--- config.mk ---
export PLATFORM = sky130hd
export DESIGN_NAME = host_reg_if
export DESIGN_NICKNAME = d
export VERILOG_FILES = /design/src/rtl/hreg_pkg.sv /design/src/rtl/hreg_ctrl.sv /design/src/rtl/hreg_datapath.sv /design/src/rtl/host_reg_if.sv
export SDC_FILE = /design/constraint.sdc
export NUM_CORES = 1
export LEC_CHECK = 0
export ABC_AREA = 0
export BUFFER_PORTS_ARGS = -buffer_cell sky130_fd_sc_hd__buf_2
export CAP_MARGIN = 20
export CORE_MARGIN = 2
export CORE_UTILIZATION = 50
export CTS_CLUSTER_SIZE = 28
export DETAILED_ROUTE_END_ITERATION = 12
export MAX_ROUTING_LAYER = met4
export PLACE_DENSITY = 0.73
export SLEW_MARGIN = 20
export SYNTH_ARGS = -nofsm -noshare
export SYNTH_HDL_FRONTEND = slang
export SYNTH_HIERARCHICAL = 1
export SYNTH_SLANG_ARGS = --single-unit
--- constraint.sdc ---
create_clock -name clk -period 3.6 [get_ports clk]
set_clock_uncertainty 0.05 [all_clocks]
set_input_delay 0.36 -clock clk [delete_from_list [all_inputs] [get_ports clk]]
set_output_delay 0.36 -clock clk [all_outputs]
set_load 0.05 [all_outputs]
--- src/rtl/hreg_pkg.sv ---
package hreg_pkg;
  localparam int ADDR_W      = 8;
  localparam int DATA_W      = 16;
  localparam int CHAN_BANKS  = 4;
  localparam int CENTRAL_RW  = 3;
  localparam int ID_INDEX    = 3;
  localparam int OFF_W       = ADDR_W - 3;
  localparam int HDR_BITS    = 1 + ADDR_W;
  localparam int DATA_FIRST  = HDR_BITS + 1;
  localparam int DATA_LAST   = HDR_BITS + DATA_W;
  localparam int COMMIT_AT   = DATA_LAST + 1;
  localparam int DRIVE_AT    = HDR_BITS + 2;
  localparam int DROP_AT     = DRIVE_AT + DATA_W;
  localparam int CNT_W       = $clog2(DROP_AT + 2);

  typedef struct packed {
    logic shiftHdr;
    logic shiftData;
    logic commit;
    logic loadOut;
    logic shiftOut;
    logic dropOut;
  } hreg_strobes_t;
endpackage

--- src/rtl/hreg_ctrl.sv ---
module hreg_ctrl
  import hreg_pkg::*;
#(
  parameter int SYNC_STAGES = 2
) (
  input  logic             clk,
  input  logic             rstN,
  input  logic             hostClk,
  input  logic             hostStrobeN,
  input  logic             hostDataIn,
  output hreg_strobes_t    strb,
  output logic             inBit,
  output logic [CNT_W-1:0] bitCnt,
  output logic             isRead
);
  logic [SYNC_STAGES-1:0] clkS, stbS, datS;
  logic clkPrev, stbPrev, active;
  logic hClk, hStb, rise, fall, start, live;

  always_ff @(posedge clk or negedge rstN) begin
    if (!rstN) begin
      clkS    <= '0;
      stbS    <= '1;
      datS    <= '0;
      clkPrev <= 1'b0;
      stbPrev <= 1'b1;
    end else begin
      clkS    <= {clkS[SYNC_STAGES-2:0], hostClk};
      stbS    <= {stbS[SYNC_STAGES-2:0], hostStrobeN};
      datS    <= {datS[SYNC_STAGES-2:0], hostDataIn};
      clkPrev <= clkS[SYNC_STAGES-1];
      stbPrev <= stbS[SYNC_STAGES-1];
    end
  end

  assign hClk  = clkS[SYNC_STAGES-1];
  assign hStb  = stbS[SYNC_STAGES-1];
  assign inBit = datS[SYNC_STAGES-1];
  assign rise  = hClk & ~clkPrev;
  assign fall  = ~hClk & clkPrev;
  assign start = ~hStb & stbPrev;
  assign live  = active & ~hStb;

  always_ff @(posedge clk or negedge rstN) begin
    if (!rstN) begin
      active <= 1'b0;
      bitCnt <= '0;
      isRead <= 1'b0;
    end else begin
      if (hStb) active <= 1'b0;
      else if (start) active <= 1'b1;

      if (hStb || start) bitCnt <= '0;
      else if (live && rise && bitCnt != '1) bitCnt <= bitCnt + 1'b1;

      if (start) isRead <= 1'b0;
      else if (live && rise && bitCnt == '0) isRead <= inBit;
    end
  end

  always_comb begin
    strb = '0;
    strb.shiftHdr  = live & rise & (bitCnt >= CNT_W'(1)) & (bitCnt <= CNT_W'(HDR_BITS));
    strb.shiftData = live & rise & ~isRead &
                     (bitCnt >= CNT_W'(DATA_FIRST)) & (bitCnt <= CNT_W'(DATA_LAST));
    strb.commit    = live & rise & ~isRead & (bitCnt == CNT_W'(COMMIT_AT));
    strb.loadOut   = live & fall & isRead & (bitCnt == CNT_W'(DRIVE_AT));
    strb.shiftOut  = live & fall & isRead &
                     (bitCnt > CNT_W'(DRIVE_AT)) & (bitCnt < CNT_W'(DROP_AT));
    strb.dropOut   = hStb | (live & fall & isRead & (bitCnt == CNT_W'(DROP_AT)));
  end
endmodule

--- src/rtl/hreg_datapath.sv ---
module hreg_datapath
  import hreg_pkg::*;
#(
  parameter int              BANK_REGS = 8,
  parameter logic [DATA_W-1:0] ID_VALUE = 16'h8010
) (
  input  logic                                   clk,
  input  logic                                   rstN,
  input  hreg_strobes_t                          strb,
  input  logic                                   inBit,
  output logic                                   hostDataOut,
  output logic                                   hostDataOe,
  output logic [CHAN_BANKS*BANK_REGS*DATA_W-1:0] chanCfg,
  output logic [CENTRAL_RW*DATA_W-1:0]           centralCfg
);
  logic [HDR_BITS-1:0] hdr;
  logic [DATA_W-1:0]   wData, outSr, rdData;
  logic [DATA_W-1:0]   chanReg [CHAN_BANKS][BANK_REGS];
  logic [DATA_W-1:0]   cenReg  [CENTRAL_RW];
  logic [ADDR_W-1:0]   addr;
  logic                bcast, isChan;
  logic [OFF_W-1:0]    offset;
  logic [1:0]          bankSel;
  logic [ADDR_W-2:0]   cenIdx;

  assign addr    = hdr[ADDR_W-1:0];
  assign bcast   = hdr[HDR_BITS-1];
  assign isChan  = ~addr[ADDR_W-1];
  assign offset  = addr[OFF_W-1:0];
  assign bankSel = addr[ADDR_W-2:OFF_W];
  assign cenIdx  = addr[ADDR_W-2:0];

  always_ff @(posedge clk or negedge rstN) begin
    if (!rstN) begin
      hdr   <= '0;
      wData <= '0;
    end else begin
      if (strb.shiftHdr)  hdr   <= {hdr[HDR_BITS-2:0], inBit};
      if (strb.shiftData) wData <= {wData[DATA_W-2:0], inBit};
    end
  end

  always_ff @(posedge clk or negedge rstN) begin
    if (!rstN) begin
      for (int b = 0; b < CHAN_BANKS; b++)
        for (int r = 0; r < BANK_REGS; r++)
          chanReg[b][r] <= '0;
      for (int c = 0; c < CENTRAL_RW; c++)
        cenReg[c] <= '0;
    end else if (strb.commit) begin
      for (int b = 0; b < CHAN_BANKS; b++)
        for (int r = 0; r < BANK_REGS; r++)
          if (isChan && offset == OFF_W'(r) && (bcast || bankSel == 2'(b)))
            chanReg[b][r] <= wData;
      for (int c = 0; c < CENTRAL_RW; c++)
        if (!isChan && cenIdx == (ADDR_W-1)'(c))
          cenReg[c] <= wData;
    end
  end

  always_comb begin
    rdData = '0;
    if (isChan) begin
      for (int r = 0; r < BANK_REGS; r++)
        if (offset == OFF_W'(r)) rdData = chanReg[bankSel][r];
    end else begin
      for (int c = 0; c < CENTRAL_RW; c++)
        if (cenIdx == (ADDR_W-1)'(c)) rdData = cenReg[c];
      if (cenIdx == (ADDR_W-1)'(ID_INDEX)) rdData = ID_VALUE;
    end
  end

  always_ff @(posedge clk or negedge rstN) begin
    if (!rstN) begin
      outSr      <= '0;
      hostDataOe <= 1'b0;
    end else begin
      if (strb.dropOut) begin
        hostDataOe <= 1'b0;
        outSr      <= '0;
      end else if (strb.loadOut) begin
        hostDataOe <= 1'b1;
        outSr      <= rdData;
      end else if (strb.shiftOut) begin
        outSr      <= {outSr[DATA_W-2:0], 1'b0};
      end
    end
  end

  assign hostDataOut = outSr[DATA_W-1];

  for (genvar gb = 0; gb < CHAN_BANKS; gb++) begin : g_bank
    for (genvar gr = 0; gr < BANK_REGS; gr++) begin : g_reg
      assign chanCfg[(gb*BANK_REGS+gr)*DATA_W +: DATA_W] = chanReg[gb][gr];
    end
  end
  for (genvar gc = 0; gc < CENTRAL_RW; gc++) begin : g_cen
    assign centralCfg[gc*DATA_W +: DATA_W] = cenReg[gc];
  end
endmodule

--- src/rtl/host_reg_if.sv ---
module host_reg_if
  import hreg_pkg::*;
#(
  parameter int                BANK_REGS   = 8,
  parameter int                SYNC_STAGES = 2,
  parameter logic [DATA_W-1:0] ID_VALUE    = 16'h8010
) (
  input  logic                                   clk,
  input  logic                                   rstN,
  input  logic                                   hostClk,
  input  logic                                   hostStrobeN,
  input  logic                                   hostDataIn,
  output logic                                   hostDataOut,
  output logic                                   hostDataOe,
  output logic [CHAN_BANKS*BANK_REGS*DATA_W-1:0] chanCfg,
  output logic [CENTRAL_RW*DATA_W-1:0]           centralCfg
);
  hreg_strobes_t    strb;
  logic             inBit;
  logic [CNT_W-1:0] bitCnt;
  logic             isRead;

  hreg_ctrl #(.SYNC_STAGES(SYNC_STAGES)) u_ctrl (
    .clk(clk), .rstN(rstN), .hostClk(hostClk), .hostStrobeN(hostStrobeN),
    .hostDataIn(hostDataIn), .strb(strb), .inBit(inBit), .bitCnt(bitCnt),
    .isRead(isRead)
  );

  hreg_datapath #(.BANK_REGS(BANK_REGS), .ID_VALUE(ID_VALUE)) u_dp (
    .clk(clk), .rstN(rstN), .strb(strb), .inBit(inBit),
    .hostDataOut(hostDataOut), .hostDataOe(hostDataOe),
    .chanCfg(chanCfg), .centralCfg(centralCfg)
  );
endmodule

==> impl_results.md, run 1 <==
* CP Data Arrival Time at 3.52 ns
* Clk slew on worst S/H paths at 0.06 ns
* Slew headroom at 18.6%
* Grt ovf at 0
* Clk_lat worst skew at 0.60 ns
* Unique masters post-synth at 83
* Critical path's largest stage delay at 0.49 ns
* Routed WL at 99.9 mm
* Fin crit share at 86.0%
* Vias at 20171
* Worst-path cell chain: nand4bb_4 > nor4_1 > buf_4 > nor2b_1 > buf_4 > and3_1 > buf_4 > mux2_2
* Maximum clock path buffer count at 3
* Outcome: finished clean
* Synthesis Warnings at 6
* Drt initial violations at 1925
* Slowest CP cell: nor2b_1
* Die width at 243 um
* FMAX at 323 MHz
* Crit. End Element: register
* Tightest Pin Transition at 1.22 ns
* Seq/Total Area, Yosys at 53.9%
* Worst VDD drop at 0.000346 V
* Io pins at 567
* Power, Total at 13.8 mW
* Syn Area/Cell at 14.9 sq um
* Startpoint types: register
* Largest net degree at the start of global routing at 104
* Root buf cell: clkbuf_16
* GPL Wtd Cong at 0.942
* PwrDens at 401 nW/um^2
* Post-Syn Nets at 1928
* CP Max Fanout at 16
* Post-CTS setup buffers at 0
* Leak at 18.2 nW
* CTS tree: built
* Antenna viol nets, final at 0
* DRT Pass-1 Iters at 5
* Drt via density at 6.20
* Fin nets at 2467
* Vias in the first global route at 20593
* DP HPWL at 72.9 mm
* Count of flip-flops with a built-in enable after synthesis at 0
* Total track usage at 34.7%
* # setup viols final at 0
* Most frequent cell after synthesis: dfrtp_1
* Crit path max-delay family: simple AND/OR/NAND/NOR gates
* # rows at 87
* Die span in y at 243 um
* Post-Syn Area at 28700 sq um
* FFs w/ async S/R, synth at 100%
* Fin. max-slew vios at 0
* DIE AREA at 59200 sq um
* Fin. Hold Viols at 0
* Clock sinks at 617
* Area growth, synth to finish at 20.2%
* RSZ-0062 raised after global routing: false
* Area of placed instances at 32300 sq um
* Worst Path Buf+Inv at 3
* CTS H-tree depth at 3
* CP most frequent cell: buf_4
* Top cells by area, synth: dfrtp_1, mux2_2, mux4_2
* Average wire per standard cell at 30.7 um
* Yosys top cell area share at 53.6%
* # fillers at 4381
* Share of layout cells above drive strength 1 at 52.5%
* Hold WC Path Type: input port to async pin
* Finished Core Util at 61.0%
* Fin crit period at 3.09 ns
* Area of the core at 56500 sq um
* Cell area after layout at 34500 sq um
* Number of synthesized register bits at 617
* Critical Path RT at 4.03 ns
* Ys flop type: dfrtp_1
* Syn Inst Count at 1918
* Synth area leader: dfrtp_1
* Crit Path Class: register to register
* PortBufs at 566
* Drt drc at 0
* Setup ws final at 0.505 ns
* First-pass GRT wire length at 146 mm
* Total CTS buffers at 67
* Post-placement worst setup slack at 0.580 ns
* Effective utilization at floorplan at 50.7%
* Max-cap violations at 0
* Final TNS setup at 0 ns
* Initial antenna violation count at 3
* Commonest cells post-synth: dfrtp_1, mux2_2, mux2_1
flip-flops by register name, summed over array words and instances, names as in the netlist, 2 cells and up:
register	flops
u_dp/centralCfg	48
u_dp/outSr	16
u_ctrl/stbS	2
u_ctrl/datS	2
u_dp/hdr	9
u_ctrl/bitCnt	5
u_dp/wData	16
u_ctrl/clkS	2
u_dp/chanCfg	512
final timing paths:
check                                         start                       endpoint  slack (ns)  depth (start not counted)
max                        u_ctrl/clkPrev$_DFF_PN0_  u_dp/chanCfg[444]$_DFFE_PN0P_        0.51                          8
min in group clk           u_ctrl/stbS[0]$_DFF_PN1_       u_ctrl/stbS[1]$_DFF_PN1_        0.31                          0
min                                            rstN  u_dp/chanCfg[379]$_DFFE_PN0P_        0.29                          2
max in group asynchronous                      rstN  u_dp/chanCfg[178]$_DFFE_PN0P_        2.11                          3
min reg2reg                u_ctrl/stbS[0]$_DFF_PN1_       u_ctrl/stbS[1]$_DFF_PN1_        0.31                          0
max reg2reg                u_ctrl/clkPrev$_DFF_PN0_  u_dp/chanCfg[444]$_DFFE_PN0P_        0.51                          8
cells in the final DEF, fill, tap and decap left out, types with 30 or more instances in the layout:
cell type  synthesis  final
mux2_4            30     30
buf_4             23     75
mux2_2           346    346
buf_2             60    565
o21ai_0           34     34
mux2_1           213    213
nand3_1           32     32
clkbuf_16          0     69
dfrtp_1          614    598
mux4_2           123    123
layer usage:
layer	wire length (um)	GRT usage [%]	up-vias	part of all wire (%)
li1	-	-	8235	-
met1	40200	45.6	10742	40
met2	47600	53.2	978	48
met3	7770	7.16	216	7.8
met4	4360	14.0	0	4.4
met5	0	-	-	0
timing repair:
item                      in CTS  in global routing
resized for setup              0                  0
hold buffers                   4                  0
hold endpoints to repair      68                  0
report_power, final:
part	leakage [nW]	internal [mW]	switching, mW	total (mW)
registers	8.57	6.94	0.00902	6.95
logic	8.60	0.0326	0.170	0.203
clock network	1.03	3.91	2.76	6.68
total	18.2	10.9	2.94	13.8
logic make-up (layout without fill, tap and decap cells):
| group | count (synthesis) | in the layout | synth area share (%) |
|---|---|---|---|
| multiplexers | 733 | 733 | 33.9 |
| adder cells (fa/ha/maj) | 5 | 5 | 0.218 |
| other | 0 | 2 | 0 |
| AO/OA/AOI/OAI | 155 | 155 | 3.72 |
| flip-flops | 617 | 617 | 53.9 |
| AND/OR/NAND/NOR | 217 | 217 | 4.84 |
| buffers and inverters | 191 | 771 | 3.38 |
final cells by class:
class | count | area [sq um] | share of cell area (%)
clock inverter | 12 | 124 | 0.360
sequential | 617 | 15500 | 44.9
inverter | 6 | 22.5 | 0.0654
timing repair buffer | 655 | 3650 | 10.6
tap | 756 | 946 | 2.75
clock buffer | 98 | 1970 | 5.71
antenna | 2 | 5.00 | 0.0145
multi-input combinational | 1110 | 12300 | 35.6
per-stage QoR:
| step | std cells | hold slack (ns) |
|---|---|---|
| after global routing | 3256 | 0.310 |
| after global placement | 3140 | 0.291 |
| final | 3256 | 0.288 |
| after floorplan | 1918 | 0.0144 |
| after detailed placement | 3140 | 0.293 |
| after CTS | 3254 | 0.308 |
Note: power is estimated with default switching activity, not from simulation.
==> run 2: changes to the inputs <==
- CORE_UTILIZATION: 50 -> 56
- PLACE_DENSITY: 0.73 -> 0.81
==> impl_results.md, run 2 (same netlist as run 1, synthesis figures left out) <==
* CTS tree: built
* Area of the core at 50400 sq um (-11%)
* Grt ovf at 0 (unchanged)
* Slew headroom at 19.5% (+0.96 points)
* Average wire per standard cell at 31.7 um (+3.2%)
* Max-cap violations at 0 (unchanged)
* Vias at 20894 (+3.6%)
* Clock sinks at 617 (unchanged)
* Critical path's largest stage delay at 0.56 ns (+0.07 ns)
* RSZ-0062 raised after global routing: false
* Fin. max-slew vios at 0 (unchanged)
* CP Max Fanout at 11 (-5)
* Fin. Hold Viols at 0 (unchanged)
* Fin nets at 2472 (+0.20%)
* Maximum clock path buffer count at 3 (unchanged)
* Effective utilization at floorplan at 56.9% (+6.2 points)
* Total track usage at 39.2% (+4.5 points)
* Total CTS buffers at 67 (unchanged)
* Root buf cell: clkbuf_16
* # setup viols final at 0 (unchanged)
* Final TNS setup at 0 ns (unchanged)
* CTS resizes at 0 (unchanged)
* Clk_lat worst skew at 0.61 ns (about the same)
* PwrDens at 408 nW/um^2 (+1.6%)
* Crit Path Class: register to register
* Area growth, synth to finish at 20.5%
* Die width at 230 um (-5.4%)
* DRT Pass-1 Iters at 7 (+2)
* Fin crit period at 3.23 ns (+0.131 ns)
* # rows at 82 (-5.7%)
* CTS H-tree depth at 3 (unchanged)
* GPL Wtd Cong at 0.931 (-1.2%)
* Startpoint types: register
* FMAX at 310 MHz (-4.1%)
* PortBufs at 566 (unchanged)
* Crit. End Element: register
* Routed WL at 101 mm (+0.86%)
* Finished Core Util at 68.5% (+7.5 points)
* First-pass GRT wire length at 147 mm (+0.73%)
* Outcome: finished clean
* Drt drc at 0 (unchanged)
* Diodes inserted at 0 (-2)
* Commonest non-fill, non-tap cell in the layout: dfrtp_1
* Drt via density at 6.57 (+6.0%)
* Vias in the first global route at 20906 (+1.5%)
* Drt initial violations at 2145 (+11%)
* Leak at 18.3 nW (+0.39%)
* Slowest CP cell: or3b_1
* DP HPWL at 72.2 mm (-0.88%)
* Hold WC Path Type: input port to async pin
* Most frequent cells in the layout: dfrtp_1, buf_2, mux2_2
* Fin crit share at 89.6% (+3.6 points)
* Critical Path RT at 4.10 ns (+0.07 ns)
* Clk slew on worst S/H paths at 0.06 ns (about the same)
* Initial antenna violation count at 1 (-2)
* Tightest Pin Transition at 1.21 ns (-0.0144 ns)
* Worst-path cell chain: ha_1 > nand4_1 > nor3_1 > buf_4 > or3b_1 > o22ai_1 > a21oi_1 > nor4_1 > a32o_1
* CP Data Arrival Time at 3.73 ns (+0.21 ns)
* Worst VDD drop at 0.000425 V (+23%)
* Die span in y at 230 um (-5.4%)
* DIE AREA at 53000 sq um (-11%)
* Post-CTS setup buffers at 0 (unchanged)
* Max FFs per register at 512 (unchanged)
* Largest net degree at the start of global routing at 120 (+15%)
* Io pins at 567 (unchanged)
* Antenna viol nets, final at 0 (unchanged)
* Share of layout cells above drive strength 1 at 52.5% (about the same)
[run 2: changes by cell type in the layout (fill, tap and decap cells not counted), sizes merged]
cell and delta:
clkinvlp +2, buf +5, clkbuf -3, bufinv +2, clkinv +2, diode -2
inv +3
[run 2: final cells by class]
class	count	area [sq um]
clock buffer	95	1920
clock inverter	21	246
fill	3482	15900
inverter	6	22.5
multi-input combinational	1110	12300
sequential	617	15500
tap	672	841
timing repair buffer	660	3740
[run 2: where the power goes]
part,internal [mW],switching (mW),total (mW)
clock,4.02,2.88,6.90
combinational,0.0441,0.176,0.221
sequential,6.94,0.00785,6.95
[run 2: metal layers]
metal	part of all wire (%)	global-route usage, %	up-vias
li1	-	-	8272
met1	39	51.7	11039
met2	48	59.3	1295
met3	8.8	7.58	288
met4	5.0	18.4	0
met5	0	-	-
[run 2: worst paths after layout]
| path | slack [ns] | from | depth (start not counted) | end |
|---|---|---|---|---|
| worst max-delay path | 0.37 | u_ctrl/bitCnt[0]$_DFFE_PN0P_ | 9 | u_dp/outSr[7]$_DFFE_PN0P_ |
| worst min-delay path | 0.22 | rstN | 2 | u_dp/chanCfg[124]$_DFFE_PN0P_ |
| worst max register to register | 0.37 | u_ctrl/bitCnt[0]$_DFFE_PN0P_ | 9 | u_dp/outSr[7]$_DFFE_PN0P_ |
| worst min register to register | 0.30 | u_ctrl/datS[0]$_DFF_PN0_ | 0 | u_ctrl/datS[1]$_DFF_PN0_ |
| max in group asynchronous | 2.04 | rstN | 4 | u_dp/chanCfg[466]$_DFFE_PN0P_ |
| min in group clk | 0.30 | u_ctrl/datS[0]$_DFF_PN0_ | 0 | u_ctrl/datS[1]$_DFF_PN0_ |
[run 2: through the flow]
stage | total power, mW | hold slack, ns | setup slack, ns | cell area (sq um) | instances
after floorplan | 7.10 | 0.0144 | 0.962 | 28700 | 1918
after global placement | 7.29 | 0.290 | 0.646 | 32300 | 3060
after detailed placement | 7.29 | 0.289 | 0.571 | 32300 | 3060
after CTS | 14.1 | 0.302 | 0.511 | 34500 | 3180
after global routing | 14.4 | 0.260 | 0.365 | 34500 | 3181
final | 14.1 | 0.223 | 0.375 | 34500 | 3181
[run 2: worst max-delay path: cells and delay by family, from the launching register on]
| kind | cells | cell delay (ns) |
|---|---|---|
| AND/OR/NAND/NOR | 4 | 1.21 |
| buffers and inverters | 1 | 0.24 |
| AO/OA/AOI/OAI | 3 | 0.84 |
| adder cells (fa/ha/maj) | 1 | 0.31 |
| flip-flops | 1 | 0.50 |
[run 2: repair_timing]
| action | 4_1_cts | 5_1_grt |
|---|---|---|
| hold buffers | 4 | 0 |
| endpoints found under the hold margin | 103 | 0 |
| endpoints found under the setup margin | 0 | 0 |
==> run 3: changes to the inputs <==
- CORE_UTILIZATION: 56 -> 55
- PLACE_DENSITY: 0.81 -> 0.8
- SYNTH_HIERARCHICAL: 1 -> default
==> impl_results.md, run 3 <==
* CP Data Arrival Time at 3.80 ns (+0.07 ns)
* Drt drc at 0 (unchanged)
* Crit. End Element: register
* Io pins at 567 (unchanged)
* Vias at 20586 (-1.5%)
* Fin crit period at 3.34 ns (+0.117 ns)
* Post-Syn Area at 28000 sq um (-2.2%)
* Post-Syn Nets at 1879 (-2.5%)
* Critical Path RT at 4.06 ns (-0.04 ns)
* DRT Pass-1 Iters at 5 (-2)
* Startpoint types: register
* Total CTS buffers at 61 (-9.0%)
* Total track usage at 40.3% (+1.1 points)
* Worst-path cell chain: nor2b_1 > nand3_1 > nor2_1 > nand2_1 > buf_4 > mux2_2
* Root buf cell: clkbuf_16
* Effective utilization at floorplan at 55.8% (-1.0 points)
* Die span in y at 230 um (-0.23%)
* # setup viols final at 0 (unchanged)
* Synthesis Warnings at 0 (-6)
* Slowest CP cell: nor2_1
* Worst flop-to-flop path startpoint: u_dp.hdr[0]$_DFFE_PN0P_
* PortBufs at 566 (unchanged)
* # rows at 82 (unchanged)
* Cell area after layout at 33700 sq um (-2.5%)
* Syn Area/Cell at 15.0 sq um (+0.32%)
* Number of synthesized register bits at 617 (unchanged)
* Share of layout cells above drive strength 1 at 60.7% (+8.1 points)
* Most frequent cell after synthesis: dfrtp_1
* Clk slew on worst S/H paths at 0.07 ns (about the same)
* R2R depth at 6 (-3)
* Fin. max-slew vios at 0 (unchanged)
* Critical path's largest stage delay at 0.68 ns (+0.12 ns)
* Worst Path Buf+Inv at 1 (unchanged)
* Worst VDD drop at 0.000360 V (-15%)
* FMAX at 299 MHz (-3.5%)
* CTS H-tree depth at 2 (-1)
* Fin crit share at 92.8% (+3.2 points)
* CTS tree: built
* Max-cap violations at 0 (unchanged)
* Top cells by area, synth: dfrtp_1, mux2_2, mux4_2
* Clock sinks at 617 (unchanged)
* Cts hold-fix bufs at 4 (unchanged)
* Clk_lat worst skew at 0.65 ns (+0.04 ns)
* Setup ws final at 0.258 ns (-0.117 ns)
* Drt initial violations at 2235 (+4.2%)
* Largest net degree at the start of global routing at 96 (-20%)
* Initial antenna violation count at 1 (unchanged)
* Seq/Total Area, Yosys at 55.1% (+1.2 points)
* Most frequent cells in the layout: dfrtp_1, mux2_2, buf_2
* Crit path max-delay family: simple AND/OR/NAND/NOR gates
* Area of the core at 50200 sq um (-0.41%)
* Maximum clock path buffer count at 3 (unchanged)
* Worst hold slack at 0.302 ns (+0.0795 ns)
* Worst reg2reg endpoint: u_dp.chanCfg[372]$_DFFE_PN0P_
* Average wire per standard cell at 33.1 um (+4.6%)
* DIE AREA at 52700 sq um (-0.46%)
* PwrDens at 403 nW/um^2 (-1.2%)
* GPL Wtd Cong at 0.937 (+0.62%)
* Ys flop type: dfrtp_1
* Vias in the first global route at 20654 (-1.2%)
* Syn Inst Count at 1869 (-2.6%)
* Area growth, synth to finish at 20.2%
* RSZ-0062 raised after global routing: false
* Routed WL at 104 mm (+2.8%)
* DP HPWL at 72.7 mm (+0.72%)
* Unique masters post-synth at 61 (-27%)
* Finished Core Util at 67.1% (-1.4 points)
* Synth area leader: dfrtp_1
* Outcome: finished clean
* Crit Path Class: register to register
* Commonest cells post-synth: dfrtp_1, mux2_2, mux4_2
* Leak at 17.9 nW (-2.0%)
* First-pass GRT wire length at 149 mm (+0.73%)
* Fin. Hold Viols at 0 (unchanged)
* Critical Path Start: u_dp.hdr[0]$_DFFE_PN0P_
* Fin nets at 2415 (-2.3%)
* Hold WC Path Type: input port to async pin
* FFs w/ async S/R, synth at 100% (unchanged)
* Antenna viol nets, final at 0 (unchanged)
* Critical Path Stages at 6 (-3)
* Flop2flop setup slack at 0.26 ns (-0.12 ns)
* Slew headroom at 25.8% (+6.3 points)
* Count of flip-flops with a built-in enable after synthesis at 0 (unchanged)
* Grt ovf at 0 (unchanged)
* Post-placement worst setup slack at 0.419 ns (-0.152 ns)
* CP Max Fanout at 11 (unchanged)
* Area of placed instances at 31600 sq um (-1.9%)
* Commonest non-fill, non-tap cell in the layout: dfrtp_1
* Die width at 230 um (-0.23%)
* Post-CTS setup buffers at 0 (unchanged)
* CTS resizes at 0 (unchanged)
* Drt via density at 6.59 (+0.26%)
* Tightest Pin Transition at 1.11 ns (-0.0938 ns)
* Yosys top cell area share at 54.9% (+1.2 points)
* Final TNS setup at 0 ns (unchanged)
* Max FFs per register at 512 (unchanged)
-- run 3: how the worst max path moves through the flow --
stage	to	slack (ns)
finish	u_dp.chanCfg[372]$_DFFE_PN0P_	0.26
floorplan	u_dp.chanCfg[294]$_DFFE_PN0P_	1.00
global placement	u_dp.chanCfg[368]$_DFFE_PN0P_	0.42
global route	u_dp.chanCfg[372]$_DFFE_PN0P_	0.23
CTS	u_dp.chanCfg[372]$_DFFE_PN0P_	0.37
detailed placement	u_dp.chanCfg[372]$_DFFE_PN0P_	0.42
-- run 3: kinds of logic after synthesis --
family	count (synthesis)	synth area share, %
AO/OA/AOI/OAI	166	4.19
XOR/XNOR	3	0.0938
adder cells (fa/ha/maj)	5	0.223
buffers and inverters	177	2.93
flip-flops	617	55.1
multiplexers	716	33.9
AND/OR/NAND/NOR	185	3.50
-- run 3: routing by layer --
layer / vias up / routed length, um / GRT usage, %
met1: 10903 / 38500 / 51.4
li1: 8048 / - / -
met5: - / 0 / -
met3: 253 / 11200 / 11.2
met4: 0 / 4860 / 17.3
met2: 1382 / 49000 / 61.0
-- run 3: where the power goes --
group	internal [mW]	switching [mW]	leakage (nW)
sequential	6.94	0.00898	8.58
clock	3.60	2.81	0.968
combinational	0.0318	0.168	8.36
-- run 3: final cells by class --
class	instances	area, sq um
inverters	5	18.8
well taps	672	841
multi-input cells	1075	11800
fillers	3553	16500
diodes	1	2.50
clock inverters	17	190
clock buffers	94	1770
flip-flops and latches	617	15500
repair buffers	645	3620
-- run 3: per-stage QoR --
stage | total power, mW | cells
global placement | 7.28 | 3009
global route | 13.9 | 3126
finish | 13.6 | 3126
CTS | 13.6 | 3124
detailed placement | 7.28 | 3009
floorplan | 7.10 | 1869
